<file path="config.mk">
export PLATFORM = sky130hd
export DESIGN_NAME = dma_attr_regs
export DESIGN_NICKNAME = d
export VERILOG_FILES = /design/src/rtl/dma_attr_pkg.sv /design/src/rtl/dma_bitvec.sv /design/src/rtl/dma_chmap.sv /design/src/rtl/dma_attr_regs.sv
export SDC_FILE = /design/constraint.sdc
export NUM_CORES = 1
export LEC_CHECK = 0
export ABC_AREA = 1
export BUFFER_PORTS_ARGS = -buffer_cell sky130_fd_sc_hd__buf_4
export CAP_MARGIN = 20
export CORE_MARGIN = 2
export CORE_UTILIZATION = 40
export DETAILED_ROUTE_END_ITERATION = 12
export PLACE_DENSITY_LB_ADDON = 0.1
export SYNTH_ARGS = -nofsm -noshare
export SYNTH_HDL_FRONTEND = slang
export SYNTH_HIERARCHICAL = 1
export SYNTH_SLANG_ARGS = --single-unit
</file>
<file path="constraint.sdc">
create_clock -name clk -period 2.2 [get_ports clk]
set_input_delay 0 -clock clk [delete_from_list [all_inputs] [get_ports clk]]
set_output_delay 0 -clock clk [all_outputs]
set_load 0.005 [all_outputs]
</file>
<file path="src/rtl/dma_attr_pkg.sv">
package dma_attr_pkg;
  localparam int ADDR_W = 5;
  typedef logic [ADDR_W-1:0] regaddr_t;

  localparam regaddr_t A_RUN     = 5'h00;
  localparam regaddr_t A_BASE    = 5'h01;
  localparam regaddr_t A_ALTBASE = 5'h02;
  localparam regaddr_t A_SWREQ   = 5'h03;
  localparam regaddr_t A_ATTR0   = 5'h04; // raise/drop pairs start here
  localparam regaddr_t A_ERR     = 5'h0E;
  localparam regaddr_t A_STAT    = 5'h0F;
  localparam regaddr_t A_MAP0    = 5'h10;

  localparam int N_ATTR   = 5;
  localparam int AT_EN    = 0;
  localparam int AT_BURST = 1;
  localparam int AT_ALT   = 2;
  localparam int AT_PRIO  = 3;
  localparam int AT_MASK  = 4;

  localparam int MAP_BITS = 4;
  localparam int BASE_LSB = 10;
  localparam int ALT_OFS  = 32'h200;
endpackage

</file>
<file path="src/rtl/dma_bitvec.sv">
module dma_bitvec #(
  parameter int W = 32
) (
  input  logic         clk,
  input  logic         rst_n,
  input  logic         set_we,
  input  logic         clr_we,
  input  logic [W-1:0] wmask,
  input  logic [W-1:0] hw_clr,
  output logic [W-1:0] q
);
  logic [W-1:0] q_nxt;
  logic         q_ce;

  always_comb begin
    q_nxt = q & ~hw_clr;
    if (set_we) q_nxt = q_nxt | wmask;
    if (clr_we) q_nxt = q_nxt & ~wmask;
  end

  assign q_ce = set_we | clr_we | (|hw_clr);

  always_ff @(posedge clk or negedge rst_n) begin
    if (!rst_n)    q <= '0;
    else if (q_ce) q <= q_nxt;
  end

  assert_set_R1: assert property (@(posedge clk) disable iff (!rst_n)
    set_we |=> ((q & $past(wmask)) == $past(wmask)));

  assert_clr_R2: assert property (@(posedge clk) disable iff (!rst_n)
    (clr_we && !set_we) |=> ((q & $past(wmask)) == '0));

  assert_hwclr_R4: assert property (@(posedge clk) disable iff (!rst_n)
    ((|hw_clr) && !set_we) |=> ((q & $past(hw_clr)) == '0));
endmodule

</file>
<file path="src/rtl/dma_chmap.sv">
module dma_chmap #(
  parameter int DATA_W = 32,
  parameter int WORDS  = 4,
  localparam int IDX_W = (WORDS > 1) ? $clog2(WORDS) : 1
) (
  input  logic                    clk,
  input  logic                    rst_n,
  input  logic                    we,
  input  logic [IDX_W-1:0]        idx,
  input  logic [DATA_W-1:0]       wdata,
  output logic [WORDS*DATA_W-1:0] map_flat
);
  for (genvar w = 0; w < WORDS; w++) begin : g_word
    logic              w_ce;
    logic [DATA_W-1:0] w_q;

    assign w_ce = we && (idx == IDX_W'(w));

    always_ff @(posedge clk or negedge rst_n) begin
      if (!rst_n)    w_q <= '0;
      else if (w_ce) w_q <= wdata;
    end

    assign map_flat[w*DATA_W +: DATA_W] = w_q;
  end
endmodule

</file>
<file path="src/rtl/dma_attr_regs.sv">
module dma_attr_regs
  import dma_attr_pkg::*;
#(
  parameter int DATA_W = 32,
  localparam int NUM_CH    = DATA_W,
  localparam int MAP_WORDS = NUM_CH * MAP_BITS / DATA_W,
  localparam int IDX_W     = (MAP_WORDS > 1) ? $clog2(MAP_WORDS) : 1
) (
  input  logic                         clk,
  input  logic                         rst_n,
  input  logic                         reg_sel,
  input  logic                         reg_wr,
  input  logic [ADDR_W-1:0]            reg_addr,
  input  logic [DATA_W-1:0]            reg_wdata,
  output logic [DATA_W-1:0]            reg_rdata,
  input  logic [NUM_CH-1:0]            xfer_done,
  input  logic                         bus_err,
  input  logic [NUM_CH-1:0]            periph_req,
  output logic                         master_en,
  output logic [NUM_CH-1:0]            chan_en,
  output logic [NUM_CH-1:0]            chan_burst,
  output logic [NUM_CH-1:0]            chan_alt,
  output logic [NUM_CH-1:0]            chan_prio,
  output logic [NUM_CH-1:0]            chan_mask,
  output logic [NUM_CH-1:0]            sw_req,
  output logic [NUM_CH-1:0]            req_to_engine,
  output logic [NUM_CH-1:0]            done_status,
  output logic                         err_pending,
  output logic [NUM_CH*MAP_BITS-1:0]   chan_map,
  output logic [DATA_W-1:0]            table_base
);
  logic                     wr_go;
  logic                     hit_run, hit_base, hit_swreq, hit_err, hit_stat, hit_map;
  logic                     run_q;
  logic [DATA_W-1:BASE_LSB] base_q;
  logic [NUM_CH-1:0]        swreq_q, swreq_nxt;
  logic [NUM_CH-1:0]        stat_q, stat_nxt;
  logic                     err_q, err_nxt;
  logic [DATA_W-1:0]        alt_base;
  logic [NUM_CH-1:0]        attr_q [N_ATTR];

  assign wr_go     = reg_sel & reg_wr;
  assign hit_run   = wr_go && (reg_addr == A_RUN);
  assign hit_base  = wr_go && (reg_addr == A_BASE);
  assign hit_swreq = wr_go && (reg_addr == A_SWREQ);
  assign hit_err   = wr_go && (reg_addr == A_ERR);
  assign hit_stat  = wr_go && (reg_addr == A_STAT);
  assign hit_map   = wr_go && (reg_addr[ADDR_W-1:IDX_W] == A_MAP0[ADDR_W-1:IDX_W]);

  // Per-channel attribute vectors, each with a raise and a drop address
  for (genvar k = 0; k < N_ATTR; k++) begin : g_attr
    logic              set_hit, clr_hit;
    logic [NUM_CH-1:0] hwc;
    assign set_hit = wr_go && (reg_addr == regaddr_t'(A_ATTR0 + 2*k));
    assign clr_hit = wr_go && (reg_addr == regaddr_t'(A_ATTR0 + 2*k + 1));
    if (k == AT_EN) begin : g_done
      assign hwc = xfer_done;
    end else begin : g_nodone
      assign hwc = '0;
    end
    dma_bitvec #(.W(NUM_CH)) u_vec (
      .clk    (clk),
      .rst_n  (rst_n),
      .set_we (set_hit),
      .clr_we (clr_hit),
      .wmask  (reg_wdata),
      .hw_clr (hwc),
      .q      (attr_q[k])
    );
  end

  dma_chmap #(.DATA_W(DATA_W), .WORDS(MAP_WORDS)) u_map (
    .clk      (clk),
    .rst_n    (rst_n),
    .we       (hit_map),
    .idx      (reg_addr[IDX_W-1:0]),
    .wdata    (reg_wdata),
    .map_flat (chan_map)
  );

  // Next-state logic
  always_comb begin
    swreq_nxt = (hit_swreq && run_q) ? reg_wdata : '0;
    stat_nxt  = stat_q;
    if (hit_stat) stat_nxt = stat_nxt & ~reg_wdata;
    stat_nxt  = stat_nxt | xfer_done;
    err_nxt   = err_q;
    if (hit_err && reg_wdata[0]) err_nxt = 1'b0;
    if (bus_err) err_nxt = 1'b1;
  end

  // State registers
  always_ff @(posedge clk or negedge rst_n) begin
    if (!rst_n) begin
      run_q   <= 1'b0;
      base_q  <= '0;
      swreq_q <= '0;
      stat_q  <= '0;
      err_q   <= 1'b0;
    end else begin
      if (hit_run)  run_q  <= reg_wdata[0];
      if (hit_base) base_q <= reg_wdata[DATA_W-1:BASE_LSB];
      swreq_q <= swreq_nxt;
      stat_q  <= stat_nxt;
      err_q   <= err_nxt;
    end
  end

  assign table_base    = {base_q, {BASE_LSB{1'b0}}};
  assign alt_base      = table_base | DATA_W'(ALT_OFS);
  assign master_en     = run_q;
  assign chan_en       = attr_q[AT_EN];
  assign chan_burst    = attr_q[AT_BURST];
  assign chan_alt      = attr_q[AT_ALT];
  assign chan_prio     = attr_q[AT_PRIO];
  assign chan_mask     = attr_q[AT_MASK];
  assign sw_req        = swreq_q;
  assign done_status   = stat_q;
  assign err_pending   = err_q;
  assign req_to_engine = periph_req & chan_en & ~chan_mask & {NUM_CH{run_q}};

  // Read mux
  always_comb begin
    reg_rdata = '0;
    unique case (reg_addr)
      A_RUN:     reg_rdata = DATA_W'(run_q);
      A_BASE:    reg_rdata = table_base;
      A_ALTBASE: reg_rdata = alt_base;
      A_ERR:     reg_rdata = DATA_W'(err_q);
      A_STAT:    reg_rdata = stat_q;
      default:   reg_rdata = '0;
    endcase
    for (int k = 0; k < N_ATTR; k++) begin
      if (reg_addr == regaddr_t'(A_ATTR0 + 2*k)) reg_rdata = attr_q[k];
    end
    if (reg_addr[ADDR_W-1:IDX_W] == A_MAP0[ADDR_W-1:IDX_W])
      reg_rdata = chan_map[reg_addr[IDX_W-1:0]*DATA_W +: DATA_W];
  end

  assert_status_R4: assert property (@(posedge clk) disable iff (!rst_n)
    (|xfer_done) |=> ((done_status & $past(xfer_done)) == $past(xfer_done)));

  assert_swreq_once_R6: assert property (@(posedge clk) disable iff (!rst_n)
    !$past(hit_swreq) |-> (sw_req == '0));

  assert_swreq_off_R5: assert property (@(posedge clk) disable iff (!rst_n)
    (|sw_req) |-> $past(master_en));

  assert_err_set_R7: assert property (@(posedge clk) disable iff (!rst_n)
    bus_err |=> err_pending);

  assert_gate_R11: assert property (@(posedge clk) disable iff (!rst_n)
    (|req_to_engine) |-> (master_en && ((req_to_engine & chan_mask) == '0)));
endmodule

</file>
==> Yosys cells after proc, flatten, opt, wreduce, memory -nomap -nowiden <==
Index checks and enable logic that the tools add are counted.
Widths: inputs -> output; s select.
{ "totals": {"reg_bits": 376, "inputBits": 106, "output_inout_bits": 450, "elab_cells": 107} }
{ "op_classes": {"eq_ne": 19, "shifts": 1, "mux": 21, "bitwise_logic": 26, "reduce_logical": 26} }
{ "op_table": {"columns": ["operator", "count"], "rows": [
  ["$mux 32", 18],
  ["$and 32x32->32", 10],
  ["$or 32x32->32", 6],
  ["$pmux 32 s5", 1],
  ["$shiftx 128x8->32", 1],
  ["$not 32->32", 3],
  ["$eq 5x4->1 const B", 8],
  ["$reduce_or 32->1", 1],
  ["$logic_and 1x1->1", 22],
  ["$eq 5x3->1 const B", 4],
  ["$eq 5x2->1 const B", 2],
  ["$or 1x1->1", 6],
  ["$eq 5x1->1 const B", 1],
  ["$logic_not 5->1", 1],
  ["$eq 2x2->1 const B", 2],
  ["$eq 3x3->1 const B", 1],
  ["$eq 2x1->1 const B", 1],
  ["$logic_not 2->1", 1],
  ["$mux 1", 2],
  ["$reduce_bool 2->1", 1],
  ["$and 1x1->1", 1]
]} }

==> Depth between registers and ports, before layout <==
Gate-level depths: netlist of the first run.
{ "depth": {"word_depth": 8, "depth_mapped": 10, "ltp_nobuf": 9} }

==> By module <==
Netlist of the first run, hierarchy kept.
{ "modules_own_cells": {"columns": ["mod", "n_inst", "cells_each", "area_each_um2", "seq_area_each_um2"], "rows": [
  ["dma_bitvec", 5, 230, 1725.4, 800.8],
  ["dma_attr_regs", 1, 992, 6188.4, 2202.1],
  ["dma_chmap", 1, 569, 5188.7, 3203.1]
]} }

==> Worst setup path after synthesis of the first run <==
OpenSTA, ideal clock, no wires.
{ "synth_path": {"path_kind": "input port to flip-flop", "from": "in reg_addr[3]", "to": "reg g_attr[0].u_vec.q[0]", "arrival_ns": 1.332, "path_slack_ns": 0.795, "cell_stages": 9, "cell_sequence": "inv_1 -> nand2_1 -> inv_1 -> clkbuf_1 -> nand2_1 -> nor2_1 -> buf_6 -> nand2_1 -> a21oi_2"} }
{ "synth_between": {"elab_chain_cells": 5, "word_cells_on_any_way": 9, "cone_classes": "eq/ne: 2; mux: 2; bitwise: 3; reduce/logical: 2"} }
{ "synth_lines": {"columns": ["element", "line", "source"], "rows": [
  ["from (decl)", "dma_attr_regs.sv:13", "input logic [ADDR_W-1:0] reg_addr,"],
  ["$eq 5x3->1 *", "dma_attr_regs.sv:54", "assign set_hit = wr_go && (reg_addr == regaddr_t'(A_ATTR0 + 2*k));"],
  ["$logic_and 1x1->1 *", "dma_attr_regs.sv:54", null],
  ["net g_attr[0].set_hit", "dma_attr_regs.sv:52", "logic set_hit, clr_hit;"],
  ["$mux 32", "dma_bitvec.sv:17", "if (set_we) q_nxt = q_nxt | wmask;"],
  ["$and 32x32->32", "dma_bitvec.sv:18", "if (clr_we) q_nxt = q_nxt & ~wmask;"],
  ["$mux 32", "dma_bitvec.sv:18", null],
  ["to (signal assigned)", "dma_bitvec.sv:25", "else if (q_ce) q <= q_nxt;"],
  ["to (decl)", "dma_bitvec.sv:10", "output logic [W-1:0] q"]
]} }
The timed path passes the listed nets; every way through them passes the cells marked *.
A chain may end at the register's enable or synchronous reset.

==> Final worst setup path of the first run <==
{ "layout_path": {"from": "in reg_addr[3]", "to": "out reg_rdata[10]"} }
{ "layout_between": {"elab_chain_cells": 8, "word_cells_on_any_way": 18, "cone_classes": "eq/ne: 10; mux: 7; reduce/logical: 1"} }
{ "layout_lines": {"columns": ["element", "line", "source"], "rows": [
  ["$eq 5x4->1 (tied with other cells)", "dma_attr_regs.sv:125", "unique case (reg_addr)"],
  ["$pmux 32 s5", "dma_attr_regs.sv:125", null],
  ["$mux 32 (5 in a row)", "dma_attr_regs.sv:134", "if (reg_addr == regaddr_t'(A_ATTR0 + 2*k)) reg_rdata = attr_q[k];"],
  ["$mux 32 *", "dma_attr_regs.sv:136", "if (reg_addr[ADDR_W-1:IDX_W] == A_MAP0[ADDR_W-1:IDX_W])"],
  ["to (decl)", "dma_attr_regs.sv:15", "output logic [DATA_W-1:0] reg_rdata,"]
]} }
Every way passes the cells marked *; elsewhere a longest branch is shown, timed or not.

==> impl_metrics.csv, run 1 <==
group,metric,value,unit
layout,drive_gt1_share,25.0,%
logic_synthesis,synth_top_area_cell,"dfrtp_1",
place,pre_cts_slack,0.284,ns
routing,top_layer,"met4",
routing,wl_met2,40300,um
global_route,track_usage,33.4,%
worst_hold_path,hold_class,"primary input to flip-flop",
critical_path,crit_slowest_cell,"dlygate4sd3_1",
routing,drtIter0Drc,2023,
pwr,leakagePower,13.7,nW
place,gp_congestion,0.918,
cts,clk_pin_slew,0.06,ns
outcome,status,"finished clean",
routing,vias,21200,
routing,met3_length,6960,um
cts,clk_path_buf_depth,3,
global_route,grt_max_degree,65,
logic_synthesis,netlist-cell-type-count,29,
timing,setup_slack,0.0396,ns
cts,clkLatencyLatePin,0.57,ns
timing,max_freq,463,MHz
logic_synthesis,yosys_register_bits,376,
timing,setup_viol,0,
logic_synthesis,synthCells,2711,
logic_synthesis,synth_area,0.0200,mm2
timing,relSlewSlack,50.6,%
timing,tightest_slew,0.741,ns
timing,setup-tns-final,0,ns
die,initial_utilization,40.7,%
critical_path,worst_setup_path_end_kind,"output pin",
timing,finalCriticalPeriod,2.16,ns
pwr,power_density,626,mW/mm2
critical_path,crit_arrival,2.16,ns
routing,routed_wl,87300,um
place,dpl.hpwl,62400,um
die,die_x,228,um
cts,cts_buffers,43,
critical_path,crit_top_cell,"nand2_1",
layout,antenna_cells,0,
critical_path,cp_max_fo,21,
layout,layout.nets,3582,
cts,root_buffer,"clkbuf_16",
logic_synthesis,ys_seq_area_share,47.0,%
logic_synthesis,synth_area_leaders,"dfrtp_1, nand2_1, a21oi_2",
logic_synthesis,ys_warn_count,6,
die,rows,81,
critical_path,cp-start-kind,"primary input",
critical_path,critPathRequiredTime,2.20,ns
global_route,grt_overflow,0,
die,die-area,0.0518,mm2
logic_synthesis,synth_top_area_share,47.0,%
cts,cts_tree,"yes",
pwr,ir_drop,526,uV
routing,postRouteAntennaNets,0,
die,die_h,228,um
die,coreArea,0.0492,mm2
global_route,grt_pass1_vias,20000,
timing,fin_crit_sh,98.2,%
critical_path,crit_type,"primary input to output pin",
routing,wl_met1,36600,um
critical_path,worstPathCellList,"dlygate4sd3_1, buf_4, nand2_1, inv_1, nand2_1, inv_2, buf_12, nand2_1, nand4_1, nor2_2, nand4_1, buf_4",
die,io_pins,556,
timing,grt_setup_unrepaired,"false",
routing,viasPerCell,5.08,
cts,htreeDepth,2,
global_route,antenna_found_initial,0,
critical_path,critPathMaxStageDelay,0.58,ns
timing,finalHoldViolations,0,
routing,wl_per_cell,20.9,um
place,numPortBuffers,545,
timing,finClkSkew,0.0143,ns
critical_path,cp_top_family,"buffers and inverters",
global_route,grt_pass1_wl,128000,um
routing,post-route-drc-count,0,
timing,drv_slew,0,
layout,area_growth_syn_to_layout,40.9,%
layout,most-common-layout-cells,"nand2_1, buf_4, dfrtp_1",
layout,final_common_cell,"nand2_1",
routing,first_pass_iters,5,
cts,cts_sinks,376,
logic_synthesis,postSynthAreaPerCell,7.38,um2
flow_run,maxCapViolCount,0,
critical_path,path_buf_inv,6,
## path summary, 6_finish.rpt
check,endpoint,start,slack [ns],cells after the start
max,reg_rdata[10],reg_addr[3],0.04,12
min,sw_req[12]$_DFF_PN0_,reg_addr[4],0.03,5
max reg2reg,sw_req[30]$_DFF_PN0_,master_en$_DFFE_PN0P_,0.65,3
min reg2reg,u_map/g_word[0].w_q[13]$_DFFE_PN0P_,u_map/g_word[0].w_q[13]$_DFFE_PN0P_,0.51,2
max in group asynchronous,g_attr[3].u_vec/q[28]$_DFFE_PN0P_,rst_n,0.81,5
min in group asynchronous,u_map/g_word[1].w_q[10]$_DFFE_PN0P_,rst_n,0.52,3
## worst min-delay path: stages
cell and delay [ns]:
buf_4 0.10, nor2_1 0.08, nand4_1 0.14, buf_4 0.19
nor2_1 0.05
## repair_timing
item,in CTS,in global routing
setup buffers,0,6
hold buffers,108,0
endpoints found under the setup margin,0,16
resized for setup,0,3
endpoints found under the hold margin,722,0
## flip-flops by register name, indices dropped and copies added (netlist names)
name,count
sw_req,32
err_pending,1
g_attr.u_vec/q,160
u_map/g_word.w_q,128
done_status,32
base_q,22
master_en,1
## per-stage QoR
stage                     hold WS, ns  total power [mW]  utilization [%]  std cells  instance area, um2
after CTS                     0.00420              17.7             57.2       4166               28100
after detailed placement     -0.00546              10.2             52.1       3982               25600
after global routing           0.0553              18.3             57.4       4171               28200
final                          0.0316              17.7             57.4       4171               28200
after global placement        -0.0118              10.2             52.1       3982               25600
after floorplan                -0.296              8.49                -       2848               20500
## metal layers
metal,global-route usage (%),vias to the layer above
li1,-,9775
met1,45.9,10300
met2,53.0,992
met3,5.33,155
met4,12.9,0
met5,0,-
## cell usage after synthesis (all sizes together)
library cell,instances
or2,1
nand2,1101
nand3,79
o21ai,53
clkinv,145
a22o,5
nand4,164
nor2,129
clkbuf,43
dfrtp,376
a22oi,17
conb,1
nor3,34
buf,97
o211ai,8
inv,288
o21bai,10
a21oi,160
## power breakdown
part / total [mW] / switching [mW] / leakage [nW] / internal [mW]
Sequential: 7.76 / 0.461 / 4.98 / 7.30
Combinational: 2.47 / 1.42 / 8.01 / 1.05
Clock: 7.42 / 3.05 / 0.715 / 4.37
## logic make-up after synthesis
logic type      after synthesis  synth area share, %
compound gates              253                 9.68
buf+inv                     573                 11.9
flops                       376                 47.0
other cells                   1               0.0187
simple gates               1508                 31.3
## cell type report
type                       count  area (um2)
fill                        4589       21000
sequential                   376        9410
multi-input combinational   1899        8850
timing repair buffer         723        6040
inverter                     433        1630
clock buffer                  59        1270
tap                          664         831
clock inverter                17         165
(Power assumes the default switching activity.)
==> inputs of run 2 (changes only) <==
- SETUP_SLACK_MARGIN: default -> 0.1
==> impl_metrics.csv, run 2 (same netlist as run 1, synthesis figures left out) <==
group,metric,value,unit
timing,holdWs,0.0404,ns
pwr,swShare,27.9,%
cts,clk_pin_slew,0.06,ns
place,gp_congestion,0.918,
cts,htreeDepth,2,
routing,routed_wl,87500,um
timing,relSlewSlack,43.7,%
layout,top_register,"g_attr.u_vec/q",
pwr,pwr-share-seq,44.0,%
critical_path,cp_max_fo,27,
outcome,status,"finished clean",
global_route,use_met1,46.1,%
routing,drtIter0Drc,1922,
pwr,p_int,12.7,mW
routing,vias,21100,
routing,postRouteAntennaNets,0,
layout,final_common_cell,"nand2_1",
global_route,track_usage,33.5,%
routing,wl_per_cell,21.0,um
place,numPortBuffers,545,
cts,clkLatencyLatePin,0.57,ns
global_route,grt_pass1_wl,129000,um
cts,post_cts_buffers,0,
timing,setup_slack,0.214,ns
worst_hold_path,hold_class,"primary input to flip-flop",
place,dpl.hpwl,62400,um
routing,viasPerCell,5.06,
cts,cts_tree,"yes",
die,die_h,228,um
die,die-area,0.0518,mm2
critical_path,critPathRequiredTime,2.20,ns
die,rows,81,
timing,setup-tns-final,0,ns
timing,finalHoldViolations,0,
timing,setup_viol,0,
critical_path,cp-start-kind,"flip-flop",
global_route,grt_max_degree,65,
layout,most-common-layout-cells,"nand2_1, buf_4, dfrtp_1",
critical_path,crit_type,"flip-flop to output pin",
die,die_x,228,um
global_route,antenna_found_initial,2,
die,coreArea,0.0492,mm2
timing,fin_crit_sh,90.3,%
pwr,total_power,17.6,mW
timing,drv_slew,0,
flow_run,maxCapViolCount,0,
global_route,grt_overflow,0,
timing,finClkSkew,0.0182,ns
pwr,power_density,627,mW/mm2
layout,drive_gt1_share,24.9,%
die,initial_utilization,40.7,%
pwr,leakagePower,13.7,nW
timing,tightest_slew,0.842,ns
place,placedCellCount,3982,
global_route,grtUsageMet2,52.9,%
layout,biggestRegsByFlops,"g_attr.u_vec/q: 160 flops, u_map/g_word.w_q: 128 flops",
critical_path,worst_setup_path_end_kind,"output pin",
cts,cts_buffers,43,
place,pre_cts_slack,0.284,ns
cts,cts_sinks,376,
global_route,busiest_layer,"met2",
cts,clk_path_buf_depth,3,
layout,largest_reg_flops,160,
cts,root_buffer,"clkbuf_16",
die,io_pins,556,
pwr,p_switching,4.92,mW
timing,max_freq,504,MHz
global_route,gr-usage-met3,5.33,%
layout,finalNonFillerCells,4166,
pwr,ir_drop,528,uV
critical_path,crit_arrival,1.99,ns
timing,finalCriticalPeriod,1.99,ns
layout,layout.nets,3575,
layout,area_growth_syn_to_layout,40.7,%
timing,grt_setup_unrepaired,"false",
pwr,combPwrFrac,14.0,%
global_route,grt_pass1_vias,20000,
routing,post-route-drc-count,0,
pwr,p_clk_share,42.0,%
routing,first_pass_iters,5,
-- run 2: final timing paths --
kind,depth (start not counted),startpoint,end,slack [ns]
max in group asynchronous,3,rst_n,u_map/g_word[1].w_q[13]$_DFFE_PN0P_,0.83
max,4,master_en$_DFFE_PN0P_,req_to_engine[28],0.21
min reg2reg,2,u_map/g_word[1].w_q[15]$_DFFE_PN0P_,u_map/g_word[1].w_q[15]$_DFFE_PN0P_,0.51
max reg2reg,3,master_en$_DFFE_PN0P_,sw_req[30]$_DFF_PN0_,0.72
min,5,reg_addr[4],sw_req[12]$_DFF_PN0_,0.04
min in group asynchronous,3,rst_n,g_attr[2].u_vec/q[2]$_DFFE_PN0P_,0.14
-- run 2: cell type report --
class                      instances  area (um2)
fill                            4597       21000
sequential                       376        9410
multi-input combinational       1899        8840
timing repair buffer             716        5990
inverter                         433        1630
clock buffer                      59        1270
tap                              664         831
clock inverter                    17         165
antenna                            2        5.00
-- run 2: power groups by stage --
stage	clock network [mW]	logic, mW	registers [mW]
floorplan	0	0.753	7.73
global placement	0	2.30	7.87
detailed placement	0	2.34	7.87
global route	7.78	2.68	7.80
CTS	7.51	2.46	7.75
finish	7.41	2.47	7.76
-- run 2: stage by stage --
stage	instance area (um2)	util, %
2_1_floorplan	20500	-
3_5_place_dp	25600	52.1
4_1_cts	28100	57.2
6_report	28100	57.3
3_3_place_gp	25600	52.1
5_1_grt	28100	57.3
-- run 2: what timing repair did --
item | CTS | global route
gates resized for setup | 2 | 1
endpoints found under the setup margin | 2 | 1
hold buffers | 106 | 0
gates cloned | 0 | 0
hold endpoints to repair | 722 | 0
-- run 2: worst max-delay path, cell delays in order (launching register included) --
cell	delay, ns
dfrtp_2	0.49
inv_1	0.10
buf_4	0.28
nor3_1	0.34
buf_4	0.17
-- run 2: per-layer routing --
metal  up-vias  routed length, um
met4         0               3400
met1     10200              36700
met3       156               6970
met2       946              40500
li1       9763                  -
met5         -                  0
==> inputs of run 3 (changes only) <==
- ABC_AREA: 1 -> default
- CORE_ASPECT_RATIO: default -> 0.9
==> impl_metrics.csv, run 3 <==
group,metric,value,unit
critical_path,critPathRequiredTime,2.20,ns
logic_synthesis,synth_area_leaders,"dfrtp_1, a22oi_2, mux2_2",
global_route,grt_pass1_vias,17300,
die,rows,76,
layout,seq_area,0.00941,mm2
timing,finalCriticalPeriod,2.07,ns
routing,routed_wl,80100,um
global_route,track_usage,31.6,%
layout,top_register,"g_attr.u_vec/q",
timing,finalHoldViolations,0,
logic_synthesis,netlist-cell-type-count,59,
logic_synthesis,ys_warn_count,6,
timing,relSlewSlack,56.8,%
cts,cts_sinks,376,
pwr,combPwrFrac,14.6,%
logic_synthesis,synth_ff_type,"dfrtp_1",
logic_synthesis,synth_top_area_cell,"dfrtp_1",
cts,htreeDepth,2,
pwr,pwr-share-seq,43.0,%
logic_synthesis,synth_common_cells,"dfrtp_1, nand2_1, nand2b_1",
layout,multi_input_area,0.00980,mm2
die,die_h,213,um
pwr,p_int,13.3,mW
critical_path,crit_arrival,2.07,ns
timing,tightest_slew,0.648,ns
critical_path,cp-start-kind,"flip-flop",
critical_path,crit_type,"flip-flop to output pin",
die,die_x,236,um
place,dpl.hpwl,56000,um
logic_synthesis,ys_seq_area_share,48.5,%
layout,final_common_cell,"buf_4",
logic_synthesis,postSynthAreaPerCell,11.4,um2
pwr,leakagePower,13.1,nW
routing,post-route-drc-count,0,
place,gp_congestion,0.861,
die,coreArea,0.0479,mm2
layout,area_growth_syn_to_layout,41.6,%
layout,largest_reg_flops,160,
cts,clk_pin_slew,0.06,ns
logic_synthesis,synth_area,0.0194,mm2
pwr,ir_drop,537,uV
logic_synthesis,synthCells,1705,
logic_synthesis,yosys_register_bits,376,
logic_synthesis,synth-edff-count,0,
pwr,total_power,17.9,mW
cts,root_buffer,"clkbuf_16",
timing,fin_crit_sh,93.9,%
layout,drive_gt1_share,42.2,%
critical_path,cp_max_fo,3,
cts,clk_path_buf_depth,3,
place,placed_cell_area,0.0250,mm2
global_route,antenna_found_initial,3,
layout,layout.nets,2597,
worst_hold_path,hold_class,"primary input to async pin",
routing,postRouteAntennaNets,0,
routing,first_pass_iters,5,
timing,drv_slew,0,
layout,biggestRegsByFlops,"g_attr.u_vec/q: 160 flops, u_map/g_word.w_q: 128 flops",
routing,viasPerCell,5.50,
timing,holdWs,0.0106,ns
place,numPortBuffers,545,
timing,max_freq,484,MHz
logic_synthesis,synth_top_area_share,48.5,%
cts,clkLatencyLatePin,0.57,ns
routing,wl_per_cell,25.4,um
die,die-area,0.0503,mm2
routing,vias,17300,
flow_run,maxCapViolCount,0,
pwr,swShare,25.9,%
logic_synthesis,yosysMostFrequentCell,"dfrtp_1",
timing,setup-tns-final,0,ns
global_route,grt_pass1_wl,118000,um
timing,finClkSkew,0.0101,ns
layout,most-common-layout-cells,"buf_4, dfrtp_1, nand2_1",
layout,nFillCells,4158,
pwr,p_clk_share,42.4,%
routing,drtIter0Drc,1535,
die,initial_utilization,40.5,%
cts,post_cts_buffers,0,
outcome,status,"finished clean",
cts,cts_tree,"yes",
cts,cts_buffers,43,
die,io_pins,556,
layout,final_area,0.0275,mm2
critical_path,worst_setup_path_end_kind,"output pin",
global_route,grt_max_degree,76,
global_route,grt_overflow,0,
pwr,power_density,650,mW/mm2
timing,grt_setup_unrepaired,"false",
timing,setup_viol,0,
logic_synthesis,synthArstFlopShare,100,%
pwr,p_switching,4.62,mW
run 3: cell types whose count changed after synthesis, moves of 35 or more:
cell      change
a21o_1       +36
nand4_1     -162
nor2_1       -35
nand3_1      -71
mux2_2      +129
o21ai_0      -36
nand2b_1    +183
a21oi_2     -150
inv_1       -242
a22oi_2     +150
nand2_1     -888
buf_2        -41
clkinv_1    -145
run 3: cell families (layout without fill, tap and decap cells):
logic type      Yosys count  count (layout)  share of synthesized area (%)
compound gates          349             349                           17.0
xor+xnor                  1               1                         0.0451
flops                   376             376                           48.5
other cells               1             141                         0.0193
mux                     184             184                           12.9
simple gates            634             634                           17.1
buf+inv                 160             840                           4.47
run 3: stage by stage:
stage | setup slack, ns | utilization [%] | cells
after floorplan | 0.127 | - | 1842
after global placement | 0.236 | 52.2 | 2970
after detailed placement | 0.195 | 52.2 | 2970
after CTS | 0.111 | 57.3 | 3146
after global routing | 0.101 | 57.4 | 3149
final | 0.134 | 57.4 | 3149
run 3: layer usage:
layer / GRT usage, % / wire length, um / share of wire, % / up-vias
met3: 5.39 / 5360 / 6.7 / 147
met2: 51.3 / 37700 / 47 / 780
met5: 0 / 0 / 0 / -
met1: 42.9 / 34400 / 43 / 8806
li1: - / - / - / 7573
met4: 11.1 / 2620 / 3.3 / 0
run 3: worst max-delay path, stage by stage (launching register included):
cell and delay (ns):
dfrtp_1 0.45, inv_1 0.13, nor3_1 0.07, a2111oi_0 0.45
o22ai_1 0.22, buf_4 0.18
run 3: area by class of cell:
| class | count | area share [%] |
|---|---|---|
| timing repair buffer | 726 | 21.4 |
| antenna | 3 | 0.0273 |
| clock inverter | 13 | 0.632 |
| inverter | 38 | 0.519 |
| clock buffer | 63 | 4.74 |
| sequential | 376 | 34.2 |
| tap | 624 | 2.84 |
| multi-input combinational | 1306 | 35.6 |
run 3: path summary, 6_finish.rpt:
kind / startpoint / endpoint / slack (ns) / depth (start not counted)
min in group clk: reg_addr[1] / g_attr[0].u_vec/q[10]$_DFFE_PN0P_ / 0.05 / 5
worst min register to register: u_map/g_word[0].w_q[4]$_DFFE_PN0P_ / u_map/g_word[0].w_q[4]$_DFFE_PN0P_ / 0.52 / 1
worst max-delay path: g_attr[4].u_vec/q[11]$_DFFE_PN0P_ / reg_rdata[11] / 0.13 / 5
max in group asynchronous: rst_n / g_attr[0].u_vec/q[14]$_DFFE_PN0P_ / 1.21 / 3
worst max register to register: master_en$_DFFE_PN0P_ / sw_req[0]$_DFF_PN0_ / 0.87 / 3
worst min-delay path: rst_n / sw_req[5]$_DFF_PN0_ / 0.01 / 2
run 3: timing repair:
action                     4_1_cts  5_1_grt
hold buffers                   100        0
resized for setup                4        6
gates cloned                     0        0
setup endpoints to repair        4        6
hold endpoints to repair       657        0
run 3: power by group through the flow:
stage	registers [mW]	clock network, mW	logic, mW
3_5_place_dp	7.80	0	2.50
6_report	7.69	7.58	2.61
3_3_place_gp	7.79	0	2.47
2_1_floorplan	7.72	0	0.931
5_1_grt	7.74	8.01	2.79
4_1_cts	7.68	7.71	2.61
